$ cat src/rtl/dbt_pkg.sv
package dbt_pkg;
   typedef enum logic [1:0] {
      CMD_ACT = 2'd0,
      CMD_RD  = 2'd1,
      CMD_WR  = 2'd2,
      CMD_PRE = 2'd3
   } dbt_cmd_e;
endpackage

$ cat src/rtl/dbt_act_window.sv
// Rolling activate window: a pool of countdown slots shared by all banks.
module dbt_act_window #(
   parameter int SLOTS = 4,
   parameter int FAW_W = 5
) (
   input  logic             clk,
   input  logic             rst,
   input  logic             act_fire,
   input  logic [FAW_W-1:0] t_faw,
   output logic             room
);
   generate
      if (SLOTS == 0) begin : g_off
         assign room = 1'b1;
      end else begin : g_on
         logic [FAW_W-1:0] slot_q [SLOTS];
         logic [SLOTS-1:0] free;
         logic [SLOTS-1:0] pick;
         logic [FAW_W-1:0] load_val;

         assign load_val = (t_faw == '0) ? '0 : t_faw - 1'b1;

         always_comb begin
            for (int i = 0; i < SLOTS; i++) free[i] = (slot_q[i] == '0);
         end

         // lowest free slot takes the new activate
         always_comb begin
            pick = '0;
            for (int i = SLOTS - 1; i >= 0; i--) begin
               if (free[i]) pick = SLOTS'(1) << i;
            end
         end

         assign room = |free;

         for (genvar s = 0; s < SLOTS; s++) begin : g_slot
            always_ff @(posedge clk) begin
               if (rst)                          slot_q[s] <= '0;
               else if (act_fire && pick[s])     slot_q[s] <= load_val;
               else if (slot_q[s] != '0)         slot_q[s] <= slot_q[s] - 1'b1;
            end
         end
      end
   endgenerate
endmodule

$ cat src/rtl/dbt_bank.sv
// Per-bank timing counters and legality flags.
module dbt_bank #(
   parameter int RC_W     = 5,
   parameter int RCD_W    = 8,
   parameter int RAS_W    = 8,
   parameter int RASMAX_W = 16,
   parameter int DAL_W    = 4
) (
   input  logic                clk,
   input  logic                rst,
   input  logic                hit_act,
   input  logic                hit_close,
   input  logic                hit_wr_ap,
   input  logic [RC_W-1:0]     t_rc,
   input  logic [RCD_W-1:0]    t_rcd,
   input  logic [RAS_W-1:0]    t_ras_min,
   input  logic [RASMAX_W-1:0] t_ras_max,
   input  logic [DAL_W-1:0]    t_dal,
   input  logic                ras_lockout,
   input  logic                faw_room,
   output logic                act_ok,
   output logic                rw_ok,
   output logic                rwap_ok,
   output logic                pre_ok,
   output logic                force_pre
);
   localparam logic [RASMAX_W-1:0] AGE_TOP = '1;

   logic [RC_W-1:0]     rc_q;
   logic [RCD_W-1:0]    rcd_q;
   logic [RAS_W-1:0]    ras_q;
   logic [DAL_W-1:0]    dal_q;
   logic [RASMAX_W-1:0] age_q;
   logic                open_q;

   always_ff @(posedge clk) begin
      if (rst) begin
         rc_q   <= '0;
         rcd_q  <= '0;
         ras_q  <= '0;
         dal_q  <= '0;
         age_q  <= '0;
         open_q <= 1'b0;
      end else begin
         if (hit_act)            rc_q <= (t_rc == '0) ? '0 : t_rc - 1'b1;
         else if (rc_q != '0)    rc_q <= rc_q - 1'b1;

         if (hit_act)            rcd_q <= (t_rcd == '0) ? '0 : t_rcd - 1'b1;
         else if (rcd_q != '0)   rcd_q <= rcd_q - 1'b1;

         if (hit_act)            ras_q <= (t_ras_min == '0) ? '0 : t_ras_min - 1'b1;
         else if (ras_q != '0)   ras_q <= ras_q - 1'b1;

         if (hit_wr_ap)          dal_q <= (t_dal == '0) ? '0 : t_dal - 1'b1;
         else if (dal_q != '0)   dal_q <= dal_q - 1'b1;

         if (hit_act)            open_q <= 1'b1;
         else if (hit_close)     open_q <= 1'b0;

         if (hit_act)                          age_q <= RASMAX_W'(1);
         else if (open_q && age_q != AGE_TOP)  age_q <= age_q + 1'b1;
      end
   end

   assign act_ok    = !open_q && (rc_q == '0) && (dal_q == '0) && faw_room;
   assign rw_ok     = open_q && (rcd_q == '0);
   assign pre_ok    = open_q && (ras_q == '0);
   assign rwap_ok   = rw_ok && (ras_lockout || (ras_q == '0));
   assign force_pre = open_q && (age_q >= t_ras_max);
endmodule

$ cat src/rtl/dram_bank_timing.sv
module dram_bank_timing
   import dbt_pkg::*;
#(
   parameter int NUM_BANKS = 8,
   parameter int FAW_SLOTS = 4,
   parameter int RC_W      = 5,
   parameter int RCD_W     = 8,
   parameter int RAS_W     = 8,
   parameter int RASMAX_W  = 16,
   parameter int DAL_W     = 4,
   parameter int FAW_W     = 5,
   localparam int BANK_W   = $clog2(NUM_BANKS)
) (
   input  logic                 clk,
   input  logic                 rst,
   input  logic                 cmd_valid,
   input  logic [1:0]           cmd_type,
   input  logic [BANK_W-1:0]    cmd_bank,
   input  logic                 cmd_ap,
   input  logic [RC_W-1:0]      t_rc,
   input  logic [RCD_W-1:0]     t_rcd,
   input  logic [RAS_W-1:0]     t_ras_min,
   input  logic [RASMAX_W-1:0]  t_ras_max,
   input  logic [DAL_W-1:0]     t_dal,
   input  logic [FAW_W-1:0]     t_faw,
   input  logic                 ras_lockout,
   output logic [NUM_BANKS-1:0] act_ok,
   output logic [NUM_BANKS-1:0] rw_ok,
   output logic [NUM_BANKS-1:0] rwap_ok,
   output logic [NUM_BANKS-1:0] pre_ok,
   output logic [NUM_BANKS-1:0] force_pre,
   output logic                 cfg_err,
   output logic                 violation
);
   generate
      if (NUM_BANKS < 2 || (NUM_BANKS & (NUM_BANKS - 1)) != 0) begin : g_bad_banks
         $error("NUM_BANKS must be a power of two, at least 2");
      end
      if (FAW_SLOTS < 0 || FAW_SLOTS > 16) begin : g_bad_slots
         $error("FAW_SLOTS out of range");
      end
      if (RC_W < 1 || RCD_W < 1 || RAS_W < 1 || RASMAX_W < 1 || DAL_W < 1 || FAW_W < 1) begin : g_bad_w
         $error("timing field widths must be positive");
      end
   endgenerate

   dbt_cmd_e kind;
   logic     is_act, is_rw, is_wr, is_pre;
   logic     legal;
   logic     viol_q;
   logic     faw_room;

   assign kind   = dbt_cmd_e'(cmd_type);
   assign is_act = cmd_valid && (kind == CMD_ACT);
   assign is_rw  = cmd_valid && (kind == CMD_RD || kind == CMD_WR);
   assign is_wr  = cmd_valid && (kind == CMD_WR);
   assign is_pre = cmd_valid && (kind == CMD_PRE);

   dbt_act_window #(.SLOTS(FAW_SLOTS), .FAW_W(FAW_W)) u_window (
      .clk      (clk),
      .rst      (rst),
      .act_fire (is_act),
      .t_faw    (t_faw),
      .room     (faw_room)
   );

   for (genvar b = 0; b < NUM_BANKS; b++) begin : g_bank
      logic sel;
      assign sel = (cmd_bank == BANK_W'(b));

      dbt_bank #(
         .RC_W(RC_W), .RCD_W(RCD_W), .RAS_W(RAS_W),
         .RASMAX_W(RASMAX_W), .DAL_W(DAL_W)
      ) u_bank (
         .clk         (clk),
         .rst         (rst),
         .hit_act     (sel && is_act),
         .hit_close   (sel && (is_pre || (is_rw && cmd_ap))),
         .hit_wr_ap   (sel && is_wr && cmd_ap),
         .t_rc        (t_rc),
         .t_rcd       (t_rcd),
         .t_ras_min   (t_ras_min),
         .t_ras_max   (t_ras_max),
         .t_dal       (t_dal),
         .ras_lockout (ras_lockout),
         .faw_room    (faw_room),
         .act_ok      (act_ok[b]),
         .rw_ok       (rw_ok[b]),
         .rwap_ok     (rwap_ok[b]),
         .pre_ok      (pre_ok[b]),
         .force_pre   (force_pre[b])
      );
   end

   always_comb begin
      unique case (kind)
         CMD_ACT: legal = act_ok[cmd_bank];
         CMD_RD,
         CMD_WR:  legal = cmd_ap ? rwap_ok[cmd_bank] : rw_ok[cmd_bank];
         CMD_PRE: legal = pre_ok[cmd_bank];
         default: legal = 1'b0;
      endcase
   end

   always_ff @(posedge clk) begin
      if (rst)                      viol_q <= 1'b0;
      else if (cmd_valid && !legal) viol_q <= 1'b1;
   end

   assign violation = viol_q;
   assign cfg_err   = (t_dal == '0);
endmodule

$ cat config.mk
export PLATFORM = sky130hd
export DESIGN_NAME = dram_bank_timing
export DESIGN_NICKNAME = d
export VERILOG_FILES = /design/src/rtl/dbt_pkg.sv /design/src/rtl/dbt_act_window.sv /design/src/rtl/dbt_bank.sv /design/src/rtl/dram_bank_timing.sv
export SDC_FILE = /design/constraint.sdc
export NUM_CORES = 1
export LEC_CHECK = 0
export BUFFER_PORTS_ARGS = -buffer_cell sky130_fd_sc_hd__buf_4
export CORE_ASPECT_RATIO = 1.1
export CORE_MARGIN = 10
export CORE_UTILIZATION = 38
export CTS_CLUSTER_SIZE = 25
export DETAILED_ROUTE_END_ITERATION = 10
export PLACE_DENSITY_LB_ADDON = 0.05
export SYNTH_ARGS = -nofsm -noshare
export SYNTH_HDL_FRONTEND = slang
export SYNTH_SLANG_ARGS = --single-unit
$ cat constraint.sdc
create_clock -name clk -period 2.7 [get_ports clk]
set_input_delay 0.135 -clock clk [delete_from_list [all_inputs] [get_ports clk]]
set_output_delay 0.135 -clock clk [all_outputs]
set_load 0.01 [all_outputs]
==> reports/qor.csv, run 1 <==
metric;value;unit
status;finished clean;
grt_first_pass_wirelength;108000;microns
dieWidth;251;microns
dp_cells;3570;
p_sw_share;38.2;%
crit_top_cell;a21o_1;
cts_tree;yes;
synthesis.area;22300;sq um
syn_area_per_cell;8.09;sq um
finalHoldViolCount;0;
clkSinkCount;357;
synthDistinctLibCells;66;
synth.area.top_cells;dfxtp_1, ha_1, nor2_1;
synth_edf_count;20;
rsz0062_at_grt;true;
path_class;register to primary output;
dieArea;68700;sq um
critical_path.cell_chain;inv_2, ha_4, nand2b_4, a21o_1, a21o_1, a211oi_2, o31ai_2, a221oi_2, o21ai_1, buf_4;
instances_no_fill;3670;
finalPower;26.0;mW
rrSetupSlack;240;ps
drt-initial-drc-count;933;
p_comb_share;44.4;%
synth_top_cell_by_area;dfxtp_1;
cellLeakagePower;11.1;nW
cts_root_buf;clkbuf_16;
yosys_most_used_dff;dfxtp_1;
synth.most_common_cell;nor2_1;
async_flop_share;0;%
insertion_delay;590;ps
ys_seq_elements;357;
floorplan.initialDensity;38.6;%
wl;69700;microns
die-height;274;microns
core_area;57700;sq um
syn_nets;3022;
slowest_stage;dfxtp_2;
drive_gt1_share;13.3;%
rr_startpoint;g_bank[7].u_bank.rcd_q[0]$_SDFFE_PP0P_;
syn2layout_area_growth;17.8;%
internal_power;16.1;mW
endpoint_kind;primary output;
worstHoldStart;t_rc[0];
fin_setup_tns;0;ps
grt_usage;19.7;%
rows;92;
critPathMaxStageDelay;330;ps
critPathRequiredTime;2570;ps
synth_top_cell_area_share;30.3;%
vias;19600;
clockBufferDepth;3;
r2r-end;violation$_SDFFE_PP0P_;
antenna_found_initial;0;
route.detailed.drc;0;
ant_nets;0;
p_switching;9.94;mW
yosysWarningCount;0;
layout_min_cycle_time;2680;ps
fin_crit_sh;99.2;%
crit_path_start_kind;register;
globalplace.congestion;0.859;
critPathBufInv;2;
worstHoldPathCells;5;
cap_violations;0;
grt_pass1_vias;19000;
seqPwrFrac;31.2;%
power_density;992;nW/um^2
slew_viol_final;0;
worstPathMaxFanout;2;
io_buffers;97;
max-slew-margin-rel;12.8;%
final_area;26200;sq um
cts_buffers;45;
clkPwrFrac;24.5;%
drt-pass1-iter-count;5;
viasPerCell;5.33;
arrival;2540;ps
setup_viol;0;
dp_hpwl;49100;microns
grt-ovfl-total;0;
grt_max_degree;171;
fin_skew;23.2;ps
vdd_drop_max;0.000524;V
ys_seq_area_share;33.0;%
synth_common_cells;nor2_1, dfxtp_1, ha_1, nand2_1, a21oi_1;
finish.utilization;45.5;%
tightest_slew;1300;ps
hold_end;g_bank[5].u_bank.rc_q[0]$_SDFFE_PP0P_;
ctsHtreeMaxLevel;2;
netlist_instances;2750;
crit_family;compound AO/OA/AOI/OAI gates;
rr_worst_depth;9;
io_pins;98;
wl_per_cell;19.0;microns
fmax;373;MHz
fin_nets;3153;
placed_area;24100;sq um
clkTransAtPathRegs;60;ps
hold_path.class;input port to register;
## cell type report
type,count,area (sq um)
Timing Repair Buffer,212,1630
Inverter,144,541
Tap cell,752,941
Sequential cell,357,7360
Antenna cell,1,2.50
Clock inverter,22,253
Multi-Input combinational cell,2121,14200
Clock buffer,61,1300
Fill cell,5703,31500
## stage by stage
stage                     worst slack (ps)  hold slack (ps)
after floorplan                        376              331
after global placement                 200              474
after detailed placement               130              482
after CTS                            -33.1             15.2
after global routing                  -102             48.9
final                                 22.2             38.1
## placed cells by master (no fill, tap or decap), types with 16 or more instances in the layout
cell and count:
a31oi_1 17, and3_1 17, and2_1 18, nand3_1 88
o22ai_1 16, a21o_1 42, xor2_1 122, nand3b_1 17
mux2i_1 20, dfxtp_1 329, nor2b_1 18, edfxtp_1 20
nand4_1 45, o211ai_1 16, nor2_1 480, buf_4 203
nor4_1 25, xnor2_1 124, nor3_1 106, inv_1 136
o21ai_0 43, ha_1 208, or3_1 34, a21oi_1 153
nand2_1 194, nand2b_1 16, a211oi_1 122, clkbuf_16 48
## metal layers
layer	share of wire, %	track usage [%]	vias to the layer above
met3	4.5	3.12	89
met4	2.5	5.87	0
met2	48	34.1	328
li1	-	-	9883
met5	0	0	-
met1	45	24.8	9263
## power groups by stage
stage	registers [mW]	logic [mW]	clock network, mW
after floorplan	7.87	8.66	0
after global placement	8.13	11.0	0
after detailed placement	8.14	11.1	0
after CTS	8.08	11.4	6.55
after global routing	8.30	13.1	6.75
final	8.10	11.5	6.37
## tightest hold or removal path: stages
cell and delay (ps):
buf_4 90, nor2_1 40, buf_4 180, nand2_1 70, a21oi_1 50
## worst max-delay path by stage
stage / startpoint / endpoint / slack [ps] / depth (start not counted)
4_1_cts: g_bank[0].u_bank.age_q[0]$_SDFFE_PP0P_ / force_pre[0] / -30 / 10
3_5_place_dp: u_window.g_on.slot_q[3][0]$_DFFE_PP_ / violation$_SDFFE_PP0P_ / 130 / 10
3_3_place_gp: u_window.g_on.slot_q[3][0]$_DFFE_PP_ / violation$_SDFFE_PP0P_ / 200 / 10
5_1_grt: g_bank[0].u_bank.age_q[0]$_SDFFE_PP0P_ / force_pre[0] / -100 / 10
6_report: g_bank[0].u_bank.age_q[0]$_SDFFE_PP0P_ / force_pre[0] / 20 / 10
2_1_floorplan: g_bank[4].u_bank.ras_q[2]$_SDFFE_PP0P_ / violation$_SDFFE_PP0P_ / 380 / 8
## kinds of logic after synthesis
kind of cell,Yosys count,share of synthesized area (%)
xor+xnor,246,9.68
mux,26,1.20
buf+inv,272,5.27
simple gates,1150,24.5
flops,357,33.0
compound gates,483,14.2
fa+ha+maj,216,12.1
## repair_timing
item / in CTS / in global routing
gates resized for setup: 69 / 15
hold endpoints to repair: 42 / 0
hold buffers: 6 / 0
pin swaps: 47 / 16
buffers inserted: 8 / 2
setup endpoints to repair: 18 / 17
## flip-flops by register name, summed over array words and instances, names as in the netlist
name                  count
g_bank.u_bank.open_q      8
violation                 1
g_bank.u_bank.dal_q      32
g_bank.u_bank.rcd_q      64
g_bank.u_bank.ras_q      64
u_window.g_on.slot_q     20
g_bank.u_bank.age_q     128
g_bank.u_bank.rc_q       40
Note: power is estimated with default switching activity, not from simulation.
==> run 2: changes to the inputs <==
--- a/config.mk
+++ b/config.mk
@@ -5,10 +5,12 @@
 export SDC_FILE = /design/constraint.sdc
 export NUM_CORES = 1
 export LEC_CHECK = 0
+export ABC_CLOCK_PERIOD_IN_PS = 2700
 export BUFFER_PORTS_ARGS = -buffer_cell sky130_fd_sc_hd__buf_4
 export CORE_ASPECT_RATIO = 1.1
 export CORE_MARGIN = 10
 export CORE_UTILIZATION = 38
+export CTS_BUF_LIST = sky130_fd_sc_hd__clkbuf_8
 export CTS_CLUSTER_SIZE = 25
 export DETAILED_ROUTE_END_ITERATION = 10
 export PLACE_DENSITY_LB_ADDON = 0.05
==> run 2 against run 1 <==
The run now ends with setup timing left. Utilization up 0.33 points. Hold slack better by 7.8 ps. Clock power down 11%. First-iteration DRC count down 3.0%. Sequential share of layout area down 0.20 points. Cell area up 0.74%. Global-route usage up 0.39 points. Sequential power about the same. Combinational power about the same. Critical endpoint is now force_pre[1]. Largest cell class unchanged.
==> reports/qor.csv, run 2 (synthesis gave the netlist of run 1 again) <==
metric;value;unit;change
status;finished with violations;;was finished clean
violations;setup timing;;
largest_reg_flops;128;;unchanged
ant_nets;0;;unchanged
clkTransAtPathRegs;60;ps;about the same
drt-initial-drc-count;905;;was 933
cellLeakagePower;11.3;nW;was 11.1 nW
fin_crit_sh;101;%;was 99.2%
clkSinkCount;357;;unchanged
drive_gt1_share;14.6;%;was 13.3%
dieWidth;251;microns;unchanged
grt_max_degree;171;;unchanged
cap_violations;0;;unchanged
grt-ovfl-total;0;;unchanged
wl;70800;microns;was 69700 microns
final_cell_mix;nor2_1, dfxtp_1, buf_4;;was nor2_1, dfxtp_1, ha_1
rsz0062_at_grt;true;;unchanged
route.detailed.drc;0;;unchanged
vdd_drop_max;0.000454;V;was 0.000524 V
largest_register;g_bank.u_bank.age_q;;unchanged
floorplan.initialDensity;38.6;%;unchanged
final_common_cell;nor2_1;;unchanged
core_area;57700;sq um;unchanged
worstPathMaxFanout;2;;unchanged
clockBufferDepth;3;;unchanged
insertion_delay;650;ps;was 590 ps
vias;19800;;was 19600
antenna_found_initial;1;;was 0
slew_viol_final;0;;unchanged
io_pins;98;;unchanged
grt_pass1_vias;19500;;was 19000
fmax;365;MHz;was 373 MHz
tightest_slew;1280;ps;was 1300 ps
layout_min_cycle_time;2740;ps;was 2680 ps
critPathRequiredTime;2570;ps;about the same
cts_tree;yes;;unchanged
arrival;2600;ps;was 2540 ps
io_buffers;97;;unchanged
hold_path.class;input port to register;;unchanged
power_density;970;nW/um^2;was 992 nW/um^2
max-slew-margin-rel;14.1;%;was 12.8%
cts_buffers;73;;was 45
final_area;26400;sq um;was 26200 sq um
dieArea;68700;sq um;unchanged
endpoint_kind;primary output;;unchanged
crit_path_start_kind;register;;unchanged
drt-pass1-iter-count;5;;unchanged
top_regs;g_bank.u_bank.age_q: 128 flops, g_bank.u_bank.ras_q: 64 flops, g_bank.u_bank.rcd_q: 64 flops;;unchanged
fin_skew;31.3;ps;was 23.2 ps
syn2layout_area_growth;18.7;%;was 17.8%
wl_per_cell;18.9;microns;was 19.0 microns
rows;92;;unchanged
grt_usage;20.1;%;was 19.7%
fin_nets;3204;;was 3153
viasPerCell;5.31;;was 5.33
ctsHtreeMaxLevel;3;;was 2
cts_root_buf;clkbuf_8;;was clkbuf_16
critPathMaxStageDelay;320;ps;was 330 ps
path_class;register to primary output;;unchanged
setup_viol;2;;was 0
fin_setup_tns;-55.7;ps;was 0 ps
pre_cts_ws;130;ps;unchanged
slowest_stage;dfxtp_2;;unchanged
grt_first_pass_wirelength;110000;microns;was 108000 microns
dp_hpwl;49100;microns;unchanged
die-height;274;microns;unchanged
finalHoldViolCount;0;;unchanged
globalplace.congestion;0.859;;unchanged
critical_path.cell_chain;inv_2, ha_4, nand2b_4, a21o_1, a21o_1, a211oi_2, o31ai_2, a221oi_2, o31ai_2, buf_4;;was inv_2, ha_4, nand2b_4, a21o_1, a21o_1, a211oi_2, o31ai_2, a221oi_2, o21ai_1, buf_4
fin_ws;-38.9;ps;was 22.2 ps
placed_area;24100;sq um;unchanged
-- run 2: cell count changes in the layout (fill, tap and decap cells not counted), moves of 5 or more --
cell	change
clkbuf_16	-48
clkbuf_8	+89
bufinv_16	-5
inv_1	+15
clkbuf_1	-8
buf_4	+9
dlygate4sd3_1	+14
-- run 2: worst paths after layout --
kind,cells after the start,start,slack (ps),endpoint
setup / recovery,10,g_bank[1].u_bank.age_q[0]$_SDFFE_PP0P_,-40,force_pre[1]
hold / removal,4,cmd_ap,50,violation$_SDFFE_PP0P_
setup reg to reg,9,g_bank[7].u_bank.rcd_q[0]$_SDFFE_PP0P_,250,violation$_SDFFE_PP0P_
hold reg to reg,2,g_bank[1].u_bank.rc_q[4]$_SDFFE_PP0P_,500,g_bank[1].u_bank.rc_q[4]$_SDFFE_PP0P_
-- run 2: repair_timing --
action	in CTS	in global routing
setup endpoints to repair	21	19
pin swaps	51	14
hold endpoints to repair	68	0
setup buffers	14	4
resized for setup	76	28
cloned	0	1
hold buffers	20	0
-- run 2: worst max-delay path, delay by kind of cell, from the launching register on --
| kind | cells | cell delay (ps) |
|---|---|---|
| AO/OA/AOI/OAI | 6 | 1060 |
| flip-flops | 1 | 320 |
| buffers and inverters | 2 | 240 |
| adder cells (fa/ha/maj) | 1 | 190 |
| AND/OR/NAND/NOR | 1 | 130 |
-- run 2: where the power goes --
part / total [mW] / switching (mW) / internal (mW)
registers: 8.13 / 1.25 / 6.87
clock network: 5.66 / 2.56 / 3.11
logic: 11.8 / 6.33 / 5.50
total: 25.6 / 10.1 / 15.5
-- run 2: metal layers --
layer,global-route usage [%],routed length (microns),share of wire [%],vias up
met1,24.9,31900,45,9388
met4,6.42,1730,2.4,0
met5,0,0,0,-
li1,-,-,-,9992
met3,3.72,3220,4.5,113
met2,34.6,34000,48,353
-- run 2: metrics by stage --
step	util, %	hold WS (ps)	std cells	power, mW
2_1_floorplan	-	331	2750	16.5
3_3_place_gp	41.7	474	3570	19.2
3_5_place_dp	41.7	482	3570	19.3
4_1_cts	45.5	2.84	3731	25.5
5_1_grt	45.8	60.3	3737	27.9
6_report	45.8	45.9	3738	25.6
-- run 2: final cells by class --
type / instances / area [sq um]
fill: 5736 / 31300
inverter: 144 / 541
multi-input combinational: 2121 / 14300
clock buffer: 94 / 1290
clock inverter: 33 / 148
timing repair buffer: 235 / 1830
sequential: 357 / 7360
tap: 752 / 941
antenna: 2 / 5.00
==> run 3: changes to the inputs <==
--- a/config.mk
+++ b/config.mk
@@ -9,11 +9,12 @@
 export BUFFER_PORTS_ARGS = -buffer_cell sky130_fd_sc_hd__buf_4
 export CORE_ASPECT_RATIO = 1.1
 export CORE_MARGIN = 10
-export CORE_UTILIZATION = 38
+export CORE_UTILIZATION = 65
 export CTS_BUF_LIST = sky130_fd_sc_hd__clkbuf_8
 export CTS_CLUSTER_SIZE = 25
 export DETAILED_ROUTE_END_ITERATION = 10
 export PLACE_DENSITY_LB_ADDON = 0.05
+export SLEW_MARGIN = 10
 export SYNTH_ARGS = -nofsm -noshare
 export SYNTH_HDL_FRONTEND = slang
 export SYNTH_SLANG_ARGS = --single-unit
==> run 3 against run 2 <==
The flow still finishes with violations (setup timing). Largest cell class unchanged. Via count grew 3.2%. Critical path depth is the same. Critical path type unchanged. Register-to-register slack lost 60 ps. Combinational power is essentially flat. Die area shrank 39%. Non-clock buffer count shrank 48. Final cell count shrank 10%. Sequential share of layout area grew 1.1 points. Routed wire length shrank 11%. Setup slack gained 16 ps.
==> reports/qor.csv, run 3 (synthesis gave the netlist of run 1 again) <==
metric;value;unit;change
status;finished with violations;;unchanged
violations;setup timing;;unchanged
slowest_stage;dfxtp_2;;unchanged
fill_cells;2636;;was 5736
hold_end;violation$_SDFFE_PP0P_;;unchanged
grt_max_degree;184;;was 171
fin_setup_tns;-22.8;ps;was -55.7 ps
grt-ovfl-total;0;;unchanged
insertion_delay;630;ps;was 650 ps
finalHoldViolCount;0;;unchanged
floorplan.initialDensity;65.4;%;was 38.6%
rr_worst_depth;7;;was 9
cap_violations;0;;unchanged
critPathRequiredTime;2570;ps;about the same
rows;71;;was 92
grt_usage;28.5;%;was 20.1%
wl_per_cell;18.8;microns;was 18.9 microns
fin_nets;3144;;was 3204
path_class;register to primary output;;unchanged
clockBufferDepth;3;;unchanged
cts_buffers;61;;was 73
viasPerCell;6.10;;was 5.31
clkSinkCount;357;;unchanged
layout_min_cycle_time;2720;ps;was 2740 ps
regArea;7360;sq um;unchanged
antenna_found_initial;0;;was 1
rsz0062_at_grt;true;;unchanged
drt-pass1-iter-count;5;;unchanged
pre_cts_ws;149;ps;was 130 ps
tightest_slew;1190;ps;was 1280 ps
hold_slack;46.9;ps;was 45.9 ps
worstHoldStart;cmd_type[0];;was cmd_ap
seqPwrFrac;32.7;%;was 31.7%
rrSetupSlack;190;ps;was 250 ps
endpoint_kind;primary output;;unchanged
setup_viol;1;;was 2
clkTransAtPathRegs;70;ps;was 60 ps
clkPwrFrac;20.9;%;was 22.1%
dieWidth;196;microns;was 251 microns
arrival;2590;ps;was 2600 ps
top_regs;g_bank.u_bank.age_q: 128 flops, g_bank.u_bank.ras_q: 64 flops, g_bank.u_bank.rcd_q: 64 flops;;unchanged
max-slew-margin-rel;20.6;%;was 14.1%
dp_hpwl;43700;microns;was 49100 microns
critical_path.cell_chain;inv_2, ha_4, nand2b_4, a21o_1, a21o_1, a211oi_2, o31ai_2, a221oi_2, o31ai_2, buf_4;;unchanged
fmax;367;MHz;was 365 MHz
drt-initial-drc-count;1597;;was 905
cts_root_buf;clkbuf_8;;unchanged
internal_power;15.1;mW;was 15.5 mW
drive_gt1_share;12.6;%;was 14.6%
ctsHtreeMaxLevel;2;;was 3
cts_tree;yes;;unchanged
globalplace.congestion;0.932;;was 0.859
slew_viol_final;0;;unchanged
largest_register;g_bank.u_bank.age_q;;unchanged
p_switching;9.86;mW;was 10.1 mW
vias;20500;;was 19800
r2r-end;violation$_SDFFE_PP0P_;;unchanged
fin_skew;17.1;ps;was 31.3 ps
p_comb_share;46.4;%;was 46.2%
dieArea;42100;sq um;was 68700 sq um
io_pins;98;;unchanged
wl;63100;microns;was 70800 microns
placed_area;23400;sq um;was 24100 sq um
multi_input_area;14200;sq um;was 14300 sq um
fin_ws;-22.8;ps;was -38.9 ps
final_common_cell;nor2_1;;unchanged
final_area;25400;sq um;was 26400 sq um
critPathBufInv;2;;unchanged
io_buffers;97;;unchanged
core_area;34000;sq um;was 57700 sq um
vdd_drop_max;0.000765;V;was 0.000454 V
p_sw_share;39.5;%;was 39.6%
worstPathMaxFanout;2;;unchanged
largest_reg_flops;128;;unchanged
power_density;982;nW/um^2;was 970 nW/um^2
die-height;214;microns;was 274 microns
ant_nets;0;;unchanged
critPathMaxStageDelay;340;ps;was 320 ps
grt_pass1_vias;19900;;was 19500
crit_path_start_kind;register;;unchanged
route.detailed.drc;0;;unchanged
diodes;0;;was 2
grt_first_pass_wirelength;99600;microns;was 110000 microns
cellLeakagePower;10.9;nW;was 11.3 nW
hold_path.class;input port to register;;unchanged
worstHoldPathCells;4;;unchanged
fin_crit_sh;101;%;about the same
final_cell_mix;nor2_1, dfxtp_1, ha_1;;was nor2_1, dfxtp_1, buf_4
syn2layout_area_growth;14.2;%;was 18.7%
crit_family;compound AO/OA/AOI/OAI gates;;unchanged
rr_startpoint;g_bank[3].u_bank.rcd_q[2]$_SDFFE_PP0P_;;was g_bank[7].u_bank.rcd_q[0]$_SDFFE_PP0P_
[run 3: how the worst max path moves through the flow]
stage / startpoint / cells past startpoint / endpoint
CTS: g_bank[0].u_bank.age_q[0]$_SDFFE_PP0P_ / 10 / force_pre[0]
global placement: g_bank[3].u_bank.rcd_q[2]$_SDFFE_PP0P_ / 7 / violation$_SDFFE_PP0P_
finish: g_bank[2].u_bank.age_q[0]$_SDFFE_PP0P_ / 10 / force_pre[2]
global route: g_bank[7].u_bank.age_q[0]$_SDFFE_PP0P_ / 10 / force_pre[7]
detailed placement: g_bank[3].u_bank.rcd_q[2]$_SDFFE_PP0P_ / 7 / violation$_SDFFE_PP0P_
floorplan: g_bank[4].u_bank.ras_q[2]$_SDFFE_PP0P_ / 8 / violation$_SDFFE_PP0P_
[run 3: power groups by stage]
stage	combinational, mW	sequential, mW	clock [mW]
6_report	11.6	8.16	5.22
3_3_place_gp	10.5	8.08	0
3_5_place_dp	10.9	8.15	0
4_1_cts	11.3	8.09	5.27
2_1_floorplan	8.66	7.87	0
5_1_grt	13.0	8.33	5.52
[run 3: cell type report]
cell class,count,area share (%)
Multi-Input combinational cell,2121,55.9
Sequential cell,357,29.0
Timing Repair Buffer,187,5.74
Clock buffer,80,4.33
Tap cell,438,2.16
Inverter,144,2.13
Clock inverter,31,0.822
[run 3: routing by layer]
| layer | track usage, % | vias up | share of wire, % |
|---|---|---|---|
| met3 | 4.85 | 199 | 7.2 |
| met1 | 34.5 | 9648 | 41 |
| met4 | 14.1 | 0 | 4.9 |
| li1 | - | 9880 | - |
| met2 | 47.8 | 756 | 47 |
| met5 | 0 | - | 0 |
[run 3: through the flow]
stage / std cells / utilization (%) / power, mW
6_report: 3358 / 74.7 / 24.9
5_1_grt: 3358 / 74.7 / 26.8
4_1_cts: 3355 / 74.3 / 24.7
3_5_place_dp: 3221 / 68.8 / 19.0
3_3_place_gp: 3221 / 68.8 / 18.6
2_1_floorplan: 2750 / - / 16.5
[run 3: worst reg2reg max path, cell delays in order, from the launching register on]
cell	delay, ps
dfxtp_1	340
or4_1	560
or4_1	590
o21ai_1	250
a2111oi_0	180
a32oi_1	190
o221ai_1	130
o2111a_1	150
[run 3: timing repair]
item,CTS,global route
hold endpoints to repair,54,0
gates resized for setup,61,20
buffers inserted,9,3
setup endpoints to repair,17,25
hold buffers,14,0
pin swaps,45,19
